[src/rtl/exc_entry_pkg.sv]
package exc_entry_pkg;
  localparam int AW        = 32;
  localparam int SR_W      = 16;
  localparam int SR_T_BIT  = 15;
  localparam int SR_S_BIT  = 13;
  localparam int SR_M_BIT  = 12;
  localparam int IPL_LO    = 8;
  localparam int IPL_W     = 3;
  localparam int VEC_W     = 8;
  localparam int FRAME_DEC = 8;

  typedef enum logic [2:0] {
    ST_IDLE,
    ST_ACK,
    ST_PUSH_PC,
    ST_PUSH_FV,
    ST_FETCH
  } seq_state_e;
endpackage

[src/rtl/exc_sr_update.sv]
module exc_sr_update
  import exc_entry_pkg::*;
(
  input  logic [SR_W-1:0]  sr_in,
  input  logic             is_irq,
  input  logic [IPL_W-1:0] level,
  output logic [SR_W-1:0]  sr_out
);
  always_comb begin
    sr_out = sr_in;
    sr_out[SR_S_BIT] = 1'b1;
    sr_out[SR_T_BIT] = 1'b0;
    if (is_irq) begin
      sr_out[SR_M_BIT] = 1'b0;
      sr_out[IPL_LO +: IPL_W] = level;
    end
  end
endmodule

[src/rtl/exc_vec_resolve.sv]
module exc_vec_resolve
  import exc_entry_pkg::*;
#(
  parameter int TYPE_W        = 4,
  parameter int FAULT_VEC_OFS = 2
) (
  input  logic              is_irq,
  input  logic              ack_en,
  input  logic [TYPE_W-1:0] ftype,
  input  logic [VEC_W-1:0]  irq_vec,
  output logic [VEC_W-1:0]  vec_out,
  output logic              need_ack
);
  localparam logic [VEC_W-1:0] OFS = VEC_W'(FAULT_VEC_OFS);

  always_comb begin
    need_ack = is_irq & ack_en;
    if (is_irq) vec_out = irq_vec;
    else        vec_out = VEC_W'(ftype) + OFS;
  end
endmodule

[src/rtl/exc_addr_gen.sv]
module exc_addr_gen
  import exc_entry_pkg::*;
#(
  parameter int            VBR_ALIGN_BITS = 20,
  parameter logic [AW-1:0] IACK_BASE      = 32'hFFFF_FFE0
) (
  input  logic [AW-1:0]                ssp,
  input  logic [IPL_W-1:0]             level,
  input  logic [VEC_W-1:0]             vec,
  input  logic [AW-VBR_ALIGN_BITS-1:0] vbr_base,
  output logic [AW-1:0]                ack_addr,
  output logic [AW-1:0]                pc_slot,
  output logic [AW-1:0]                fv_slot,
  output logic [AW-1:0]                tbl_addr
);
  localparam int VBR_W = AW - VBR_ALIGN_BITS;

  always_comb begin
    ack_addr = IACK_BASE | {{(AW-IPL_W-2){1'b0}}, level, 2'b00};
    fv_slot  = ssp - AW'(FRAME_DEC);
    pc_slot  = ssp - AW'(FRAME_DEC/2);
    tbl_addr = {vbr_base, {VBR_ALIGN_BITS{1'b0}}}
             + {{(AW-VEC_W-2){1'b0}}, vec, 2'b00};
  end

  logic unused_w;
  assign unused_w = (VBR_W > 0) ? 1'b0 : 1'b1;
endmodule

[src/rtl/exc_entry_seq.sv]
module exc_entry_seq
  import exc_entry_pkg::*;
#(
  parameter int            TYPE_W         = 4,
  parameter int            FAULT_VEC_OFS  = 2,
  parameter int            VBR_ALIGN_BITS = 20,
  parameter logic [31:0]   IACK_BASE      = 32'hFFFF_FFE0,
  parameter logic [3:0]    FRAME_FMT      = 4'h4
) (
  input  logic                        clk,
  input  logic                        rst,
  input  logic                        req_valid,
  input  logic                        req_is_irq,
  input  logic [TYPE_W-1:0]           req_type,
  input  logic [2:0]                  req_level,
  input  logic [7:0]                  req_vector,
  input  logic                        ack_enable,
  input  logic [15:0]                 sr_in,
  input  logic [31:0]                 ssp_in,
  input  logic [31:0]                 fault_pc,
  input  logic [31-VBR_ALIGN_BITS:0]  vbr_base,
  output logic                        mem_req,
  output logic                        mem_we,
  output logic [31:0]                 mem_addr,
  output logic [31:0]                 mem_wdata,
  input  logic [31:0]                 mem_rdata,
  input  logic                        mem_ready,
  output logic                        done,
  output logic [31:0]                 new_pc,
  output logic [15:0]                 new_sr,
  output logic [31:0]                 new_ssp
);
  seq_state_e           state;
  logic [SR_W-1:0]      sr_saved, sr_next_q, sr_upd;
  logic [VEC_W-1:0]     vec_q, vec_init;
  logic [IPL_W-1:0]     lvl_q;
  logic [AW-1:0]        pc_q, ssp_q;
  logic                 need_ack;

  // selected sources: live inputs while idle, captured copies afterwards
  logic                 idle;
  logic [AW-1:0]        ssp_sel;
  logic [IPL_W-1:0]     lvl_sel;
  logic [AW-1:0]        ack_addr, pc_slot, fv_slot, tbl_addr;
  logic [AW-1:0]        fv_word;

  assign idle    = (state == ST_IDLE);
  assign ssp_sel = idle ? ssp_in    : ssp_q;
  assign lvl_sel = idle ? req_level : lvl_q;
  assign fv_word = {FRAME_FMT, 2'b00, vec_q, 2'b00, sr_saved};

  exc_sr_update u_sr (
    .sr_in  (sr_in),
    .is_irq (req_is_irq),
    .level  (req_level),
    .sr_out (sr_upd)
  );

  exc_vec_resolve #(
    .TYPE_W        (TYPE_W),
    .FAULT_VEC_OFS (FAULT_VEC_OFS)
  ) u_vec (
    .is_irq   (req_is_irq),
    .ack_en   (ack_enable),
    .ftype    (req_type),
    .irq_vec  (req_vector),
    .vec_out  (vec_init),
    .need_ack (need_ack)
  );

  exc_addr_gen #(
    .VBR_ALIGN_BITS (VBR_ALIGN_BITS),
    .IACK_BASE      (IACK_BASE)
  ) u_addr (
    .ssp      (ssp_sel),
    .level    (lvl_sel),
    .vec      (vec_q),
    .vbr_base (vbr_base),
    .ack_addr (ack_addr),
    .pc_slot  (pc_slot),
    .fv_slot  (fv_slot),
    .tbl_addr (tbl_addr)
  );

  always_ff @(posedge clk) begin
    if (rst) begin
      state     <= ST_IDLE;
      mem_req   <= 1'b0;
      mem_we    <= 1'b0;
      mem_addr  <= '0;
      mem_wdata <= '0;
      done      <= 1'b0;
      new_pc    <= '0;
      new_sr    <= '0;
      new_ssp   <= '0;
      sr_saved  <= '0;
      sr_next_q <= '0;
      vec_q     <= '0;
      lvl_q     <= '0;
      pc_q      <= '0;
      ssp_q     <= '0;
    end else begin
      done <= 1'b0;
      unique case (state)
        ST_IDLE: begin
          if (req_valid) begin
            sr_saved  <= sr_in;
            sr_next_q <= sr_upd;
            vec_q     <= vec_init;
            lvl_q     <= req_level;
            pc_q      <= fault_pc;
            ssp_q     <= ssp_in;
            mem_req   <= 1'b1;
            if (need_ack) begin
              state     <= ST_ACK;
              mem_we    <= 1'b0;
              mem_addr  <= ack_addr;
              mem_wdata <= '0;
            end else begin
              state     <= ST_PUSH_PC;
              mem_we    <= 1'b1;
              mem_addr  <= pc_slot;
              mem_wdata <= fault_pc;
            end
          end
        end
        ST_ACK: begin
          if (mem_ready) begin
            vec_q     <= mem_rdata[VEC_W-1:0];
            state     <= ST_PUSH_PC;
            mem_we    <= 1'b1;
            mem_addr  <= pc_slot;
            mem_wdata <= pc_q;
          end
        end
        ST_PUSH_PC: begin
          if (mem_ready) begin
            state     <= ST_PUSH_FV;
            mem_addr  <= fv_slot;
            mem_wdata <= fv_word;
          end
        end
        ST_PUSH_FV: begin
          if (mem_ready) begin
            state     <= ST_FETCH;
            mem_we    <= 1'b0;
            mem_addr  <= tbl_addr;
            mem_wdata <= '0;
          end
        end
        ST_FETCH: begin
          if (mem_ready) begin
            state   <= ST_IDLE;
            mem_req <= 1'b0;
            done    <= 1'b1;
            new_pc  <= mem_rdata;
            new_sr  <= sr_next_q;
            new_ssp <= fv_slot;
          end
        end
        default: state <= ST_IDLE;
      endcase
    end
  end
endmodule

[config.mk]
export PLATFORM = sky130hd
export DESIGN_NAME = exc_entry_seq
export DESIGN_NICKNAME = d
export VERILOG_FILES = /design/src/rtl/exc_entry_pkg.sv /design/src/rtl/exc_sr_update.sv /design/src/rtl/exc_vec_resolve.sv /design/src/rtl/exc_addr_gen.sv /design/src/rtl/exc_entry_seq.sv
export SDC_FILE = /design/constraint.sdc
export NUM_CORES = 1
export LEC_CHECK = 0
export BUFFER_PORTS_ARGS = -buffer_cell sky130_fd_sc_hd__buf_2
export CORE_UTILIZATION = 55
export CTS_CLUSTER_DIAMETER = 200
export DETAILED_ROUTE_END_ITERATION = 8
export PLACE_DENSITY_LB_ADDON = 0.12
export SLEW_MARGIN = 20
export SYNTH_ARGS = -nofsm -noshare
export SYNTH_HDL_FRONTEND = slang
export SYNTH_HIERARCHICAL = 1
export SYNTH_SLANG_ARGS = --single-unit
[constraint.sdc]
create_clock -name clk -period 5.2 [get_ports clk]
set_clock_uncertainty 0.2 [all_clocks]
set_input_delay 0.26 -clock clk [delete_from_list [all_inputs] [get_ports clk]]
set_output_delay 0.26 -clock clk [all_outputs]
set_load 0.005 [all_outputs]
Word-level counts from Yosys, hierarchy flattened
Cells that the tools add are included.
{"block": "totals", "out_inout_bits": 147, "inputBits": 145, "ff_bits": 252, "elab_cells": 76, "romBits": 0, "n_memories": 0, "ramBits": 0, "latchBits": 0}
{"block": "op_classes", "muxes": 34, "n_reduce_logical": 13, "n_mul": 0, "shifts": 0, "eq_ne": 9, "bitwise_logic": 2, "n_div": 0, "magnitude_cmp": 0, "add_sub_neg": 4}
{"operator": "$mux 32", "n": 11}
{"operator": "$pmux 32 s4", "n": 2}
{"operator": "$add 32x10->32", "n": 1}
{"operator": "$sub 32x3->32 const B", "n": 1}
{"operator": "$sub 32x4->32 const B", "n": 1}
{"operator": "$mux 8", "n": 3}
{"operator": "$mux 3", "n": 6}
{"operator": "$pmux 8 s2", "n": 1}
{"operator": "$pmux 3 s5", "n": 1}
{"operator": "$ne 2x2->1 const B", "n": 5}
{"operator": "$reduce_and 5->1", "n": 2}
{"operator": "$mux 1", "n": 7}
{"operator": "$eq 3x2->1 const B", "n": 2}
{"operator": "$reduce_and 3->1", "n": 2}
{"operator": "$add 4x2->5 const B", "n": 1}
{"operator": "$reduce_and 2->1", "n": 2}
{"operator": "$reduce_and 4->1", "n": 1}
{"operator": "$reduce_bool 2->1", "n": 2}
{"operator": "$reduce_bool 4->1", "n": 1}
{"operator": "$eq 3x1->1 const B", "n": 1}
{"operator": "$eq 3x3->1 const B", "n": 1}
{"operator": "$logic_not 3->1", "n": 1}
{"operator": "$pmux 1 s3", "n": 1}
{"operator": "$reduce_bool 3->1", "n": 1}
{"operator": "other kinds (5)", "n": 5}

Longest topological paths before layout
{"block": "depth", "ltp_word": 6, "mapped_depth": 14, "mapped_depth_nobuf": 11}

By module
The synthesis kept the hierarchy.
{"module": "exc_entry_seq", "area_per_inst_um2": 11354.6, "n_inst": 1, "cells_per_inst": 1390, "seq_area_each_um2": 5144.9}
{"module": "exc_addr_gen", "area_per_inst_um2": 1644.1, "n_inst": 1, "cells_per_inst": 235, "seq_area_each_um2": 0.0}
{"module": "exc_sr_update", "area_per_inst_um2": 140.1, "n_inst": 1, "cells_per_inst": 18, "seq_area_each_um2": 0.0}
{"module": "exc_vec_resolve", "area_per_inst_um2": 111.4, "n_inst": 1, "cells_per_inst": 16, "seq_area_each_um2": 0.0}

Worst setup path after synthesis
No wires, ideal clock.
{"block": "synth_path", "path_type": "register to register", "start": "register state[2]", "end": "register mem_addr[29]", "t_required_ps": 4886, "stages_incl_launch_ff": 14, "path_buffers": 2, "synth_period_minus_slack_ps": 4189, "path_slack_ps": 1011, "setup_time_ps": 114, "arrival_time_ps": 3875, "cell_sequence": "dfxtp_1 > buf_2 > nor3_2 > clkbuf_1 > mux2_2 > inv_1 > ha_1 > nor4b_1 > nand4_1 > nor4_2 > xor2_1 > mux2_2 > o22ai_1 > a2111oi_0"}
{"block": "synth_between", "elab_chain_cells": 6, "elab_cells_between_ends": 18, "classes_between": "add/sub: 2; eq/ne: 7; mux: 6; reduce/logical: 3"}
{"item": "start: declaration", "line": "exc_entry_seq.sv:33", "rtl": "seq_state_e state;"}
{"item": "start signal: assignment", "line": "exc_entry_seq.sv:87", "rtl": "state <= ST_IDLE;"}
{"item": "start signal: assignment", "line": "exc_entry_seq.sv:115", "rtl": "state <= ST_ACK;"}
{"item": "start signal: assignment", "line": "exc_entry_seq.sv:120", "rtl": "state <= ST_PUSH_PC;"}
{"item": "$logic_not 3->1 *", "line": "exc_entry_seq.sv:47", "rtl": "assign idle = (state == ST_IDLE);"}
{"item": "$mux 32 *", "line": "exc_entry_seq.sv:48", "rtl": "assign ssp_sel = idle ? ssp_in : ssp_q;"}
{"item": "net ssp_sel[3]", "line": "exc_entry_seq.sv:42", "rtl": "logic [AW-1:0] ssp_sel;"}
{"item": "$sub 32x3->32 *", "line": "exc_addr_gen.sv:21", "rtl": "pc_slot = ssp - AW'(FRAME_DEC/2);"}
{"item": "net pc_slot[29]", "line": "exc_entry_seq.sv:44", "rtl": "logic [AW-1:0] ack_addr, pc_slot, fv_slot, tbl_addr;"}
{"item": "$mux 32", "line": "exc_entry_seq.sv:114", "rtl": "if (need_ack) begin"}
{"item": "$mux 32", "line": "exc_entry_seq.sv:106", "rtl": "if (req_valid) begin"}
{"item": "$pmux 32 s4 *", "line": "exc_entry_seq.sv:104", "rtl": "unique case (state)"}
{"item": "end signal: assignment", "line": "exc_entry_seq.sv:117", "rtl": "mem_addr <= ack_addr;"}
{"item": "end signal: assignment", "line": "exc_entry_seq.sv:122", "rtl": "mem_addr <= pc_slot;"}
{"item": "end signal: assignment", "line": "exc_entry_seq.sv:132", "rtl": "mem_addr <= pc_slot;"}
{"item": "end: declaration", "line": "exc_entry_seq.sv:24", "rtl": "output logic [31:0] mem_addr,"}
The timed path passes the listed nets; every way through them passes the cells marked *. The select of a mux whose other input is x is not followed.
A chain may end at the register's enable or synchronous reset.

Final worst setup path
{"block": "layout_path", "start": "register state[2]", "end": "register mem_addr[23]"}
Same word-level chain as after synthesis.

==> out/qor.yml <==
dp_hpwl_mm: 26.3
p_leak_nw: 6.72
period_share_pct: 85.4
portBuffers: 291
worst_slack_ns: 0.758
crit_type: "reg -> reg"
clkSinkCount: 257
critPathMaxFanout: 13
mostFrequentLayoutCell: "nand2_1"
rows: 56
syn_inst: 1659
clk_path_buf_depth: 3
synthArstFlopShare_pct: 0
drv_slew: 0
placed_cells: 2097
cts_made_buffers: 28
wl_mm: 43.0
fin_cells: 2272
cts_resized: 0
grt_pass1_vias: 12394
n_fill_cell: 1968
slew_headroom_pct: 30.0
pwr_density_cell_nw_per_um2: 358
fmax_mhz: 225
antenna_found_initial: 1
synth_top_area_share_pct: 38.8
clock_latency_ns: 0.57
finalCoreUtilization_pct: 69.9
netlist_area_um2: 13300
cts.htree.levels: 1
synthTopCellsByArea: "dfxtp_1, nand2_1, a21oi_1"
vdd_drop_max_v: 0.000300
place_ws_ns: 0.873
gp_congestion: 0.902
finalHoldViolations: 0
fp.dieW_um: 157
yosysWarnings: 6
synthFlopType: "dfxtp_1"
post-cts-setup-buffer-count: 0
vias_per_cell: 5.66
endpoint_kind: "flop"
hp-class: "in -> reg"
ys_seq_area_share_pct: 38.8
drtIter0Drc: 887
min_path_cells: 4
synth.distinct_cells: 57
reg2reg_depth: 12
cts_hold_buf: 122
maxCapViolations: 0
synth_area_leader_cell: "dfxtp_1"
synth_edf_count: 0
coreArea_um2: 23500
grt_pass1_wl_mm: 66.5
period_needed_ns: 4.44
tightest_slew_ns: 1.05
die_h_um: 157
grt_usage_pct: 34.1
status: "complete, no violations"
rsz0062_at_grt: "no"
worstSetupStartpointType: "flop"
nets: 2078
ant_nets: 0
avgSynthCellArea_um2: 7.99
area.growth.synth_to_final_pct: 24.2
r2r_setup_slack_ns: 0.76
cts.reportedPaths.clkPinSlew_ns: 0.06
die_area_um2: 24700
gr-total-overflow: 0
start_util_pct: 56.3
final_cell_mix: "nand2_1, buf_2, dfxtp_1, a21oi_1, dlygate4sd3_1"
cts_tree: "done"
cts-root-buf: "clkbuf_16"
ys_ff_latch: 257
fin_hold_ws_ns: 0.00399
arrival_ns: 4.66
wire_per_inst_um: 18.9
setup-tns-final_ns: 0
num_vias: 12870
setup_viol: 0
dr.pass1.iters: 5
route.detailed.drc: 0
grt_max_degree: 124
ios: 292
drive_gt1_share_pct: 23.5
worst_ep_required_time_ns: 5.42
==> worst paths after layout <==
| path | start | end |
|---|---|---|
| worst max-delay path | state[2] | mem_addr[23] |
| worst min-delay path | req_vector[7] | vec_q[7] |
| worst max register to register | state[2] | mem_addr[23] |
| worst min register to register | new_pc[6] | new_pc[6] |
==> stage by stage <==
stage | area, um2 | power (mW)
floorplan | 13400 | 3.24
global placement | 14200 | 3.58
detailed placement | 14200 | 3.60
CTS | 16400 | 5.88
global route | 16500 | 6.13
finish | 16500 | 5.90
==> synth_stat cells (all sizes together), types with 2 or more instances <==
library cell / n
nand3: 7
nor4: 13
or4: 4
a211oi: 9
nor3: 28
conb: 4
ha: 3
o21ai: 4
o211ai: 24
clkbuf: 103
dfxtp: 257
clkinv: 2
o22ai: 56
or3: 5
xor2: 34
nand2b: 2
and3: 2
mux2: 72
and2: 63
xnor2: 23
and4: 2
buf: 128
nor2b: 26
o41ai: 24
nor2: 67
nor4b: 2
a21oi: 207
nand4: 5
nand2: 383
inv: 7
a2111oi: 65
a221oi: 7
mux2i: 10
==> registers in the layout (all words and copies together), names as in the netlist <==
signal	cells
mem_addr	32
mem_wdata	32
new_pc	32
new_ssp	32
pc_q	32
ssp_q	32
new_sr	16
sr_next_q	16
sr_saved	16
vec_q	8
lvl_q	3
state	3
done	1
mem_req	1
mem_we	1
==> final cells by class <==
cell class,count,area (um2),share of cell area (%)
flip-flops and latches,257,5150,31.3
clock buffers,34,763,4.64
repair buffers,433,2850,17.3
multi-input cells,1201,6980,42.4
inverters,9,35.0,0.213
diodes,1,2.50,0.0152
well taps,319,399,2.43
clock inverters,18,278,1.69
==> cells by family after synthesis <==
family	Yosys count	share of synthesized area, %
AO/OA/AOI/OAI	402	19.4
XOR/XNOR	57	3.77
buffers and inverters	240	9.88
multiplexers	82	6.87
other	4	0.113
flip-flops	257	38.8
AND/OR/NAND/NOR	614	20.8
adder cells (fa/ha/maj)	3	0.283
==> worst max-delay path, cell delays in order (launching register included) <==
cell and delay, ns:
dfxtp_1 0.34, nor3_4 0.18, buf_4 0.24, mux2_2 0.39, inv_1 0.21, ha_1 0.28, nor4b_1 0.52, nand4_1 0.60
nor4_2 0.40, xor2_1 0.22, mux2_2 0.18, o22ai_1 0.07, a2111oi_0 0.47
==> layer usage <==
layer / GRT usage [%] / vias to the layer above / share of wire, %
met3: 6.00 / 112 / 7.4
met1: 43.2 / 6020 / 41
met5: 0 / - / 0
met4: 15.3 / 0 / 4.2
met2: 56.6 / 556 / 47
li1: - / 6182 / -
==> power by group <==
part           total, mW  switching, mW  internal (mW)
clock network       2.23          0.880           1.35
registers           2.23          0.102           2.13
logic               1.43          0.843          0.587
(Power assumes the default switching activity.)
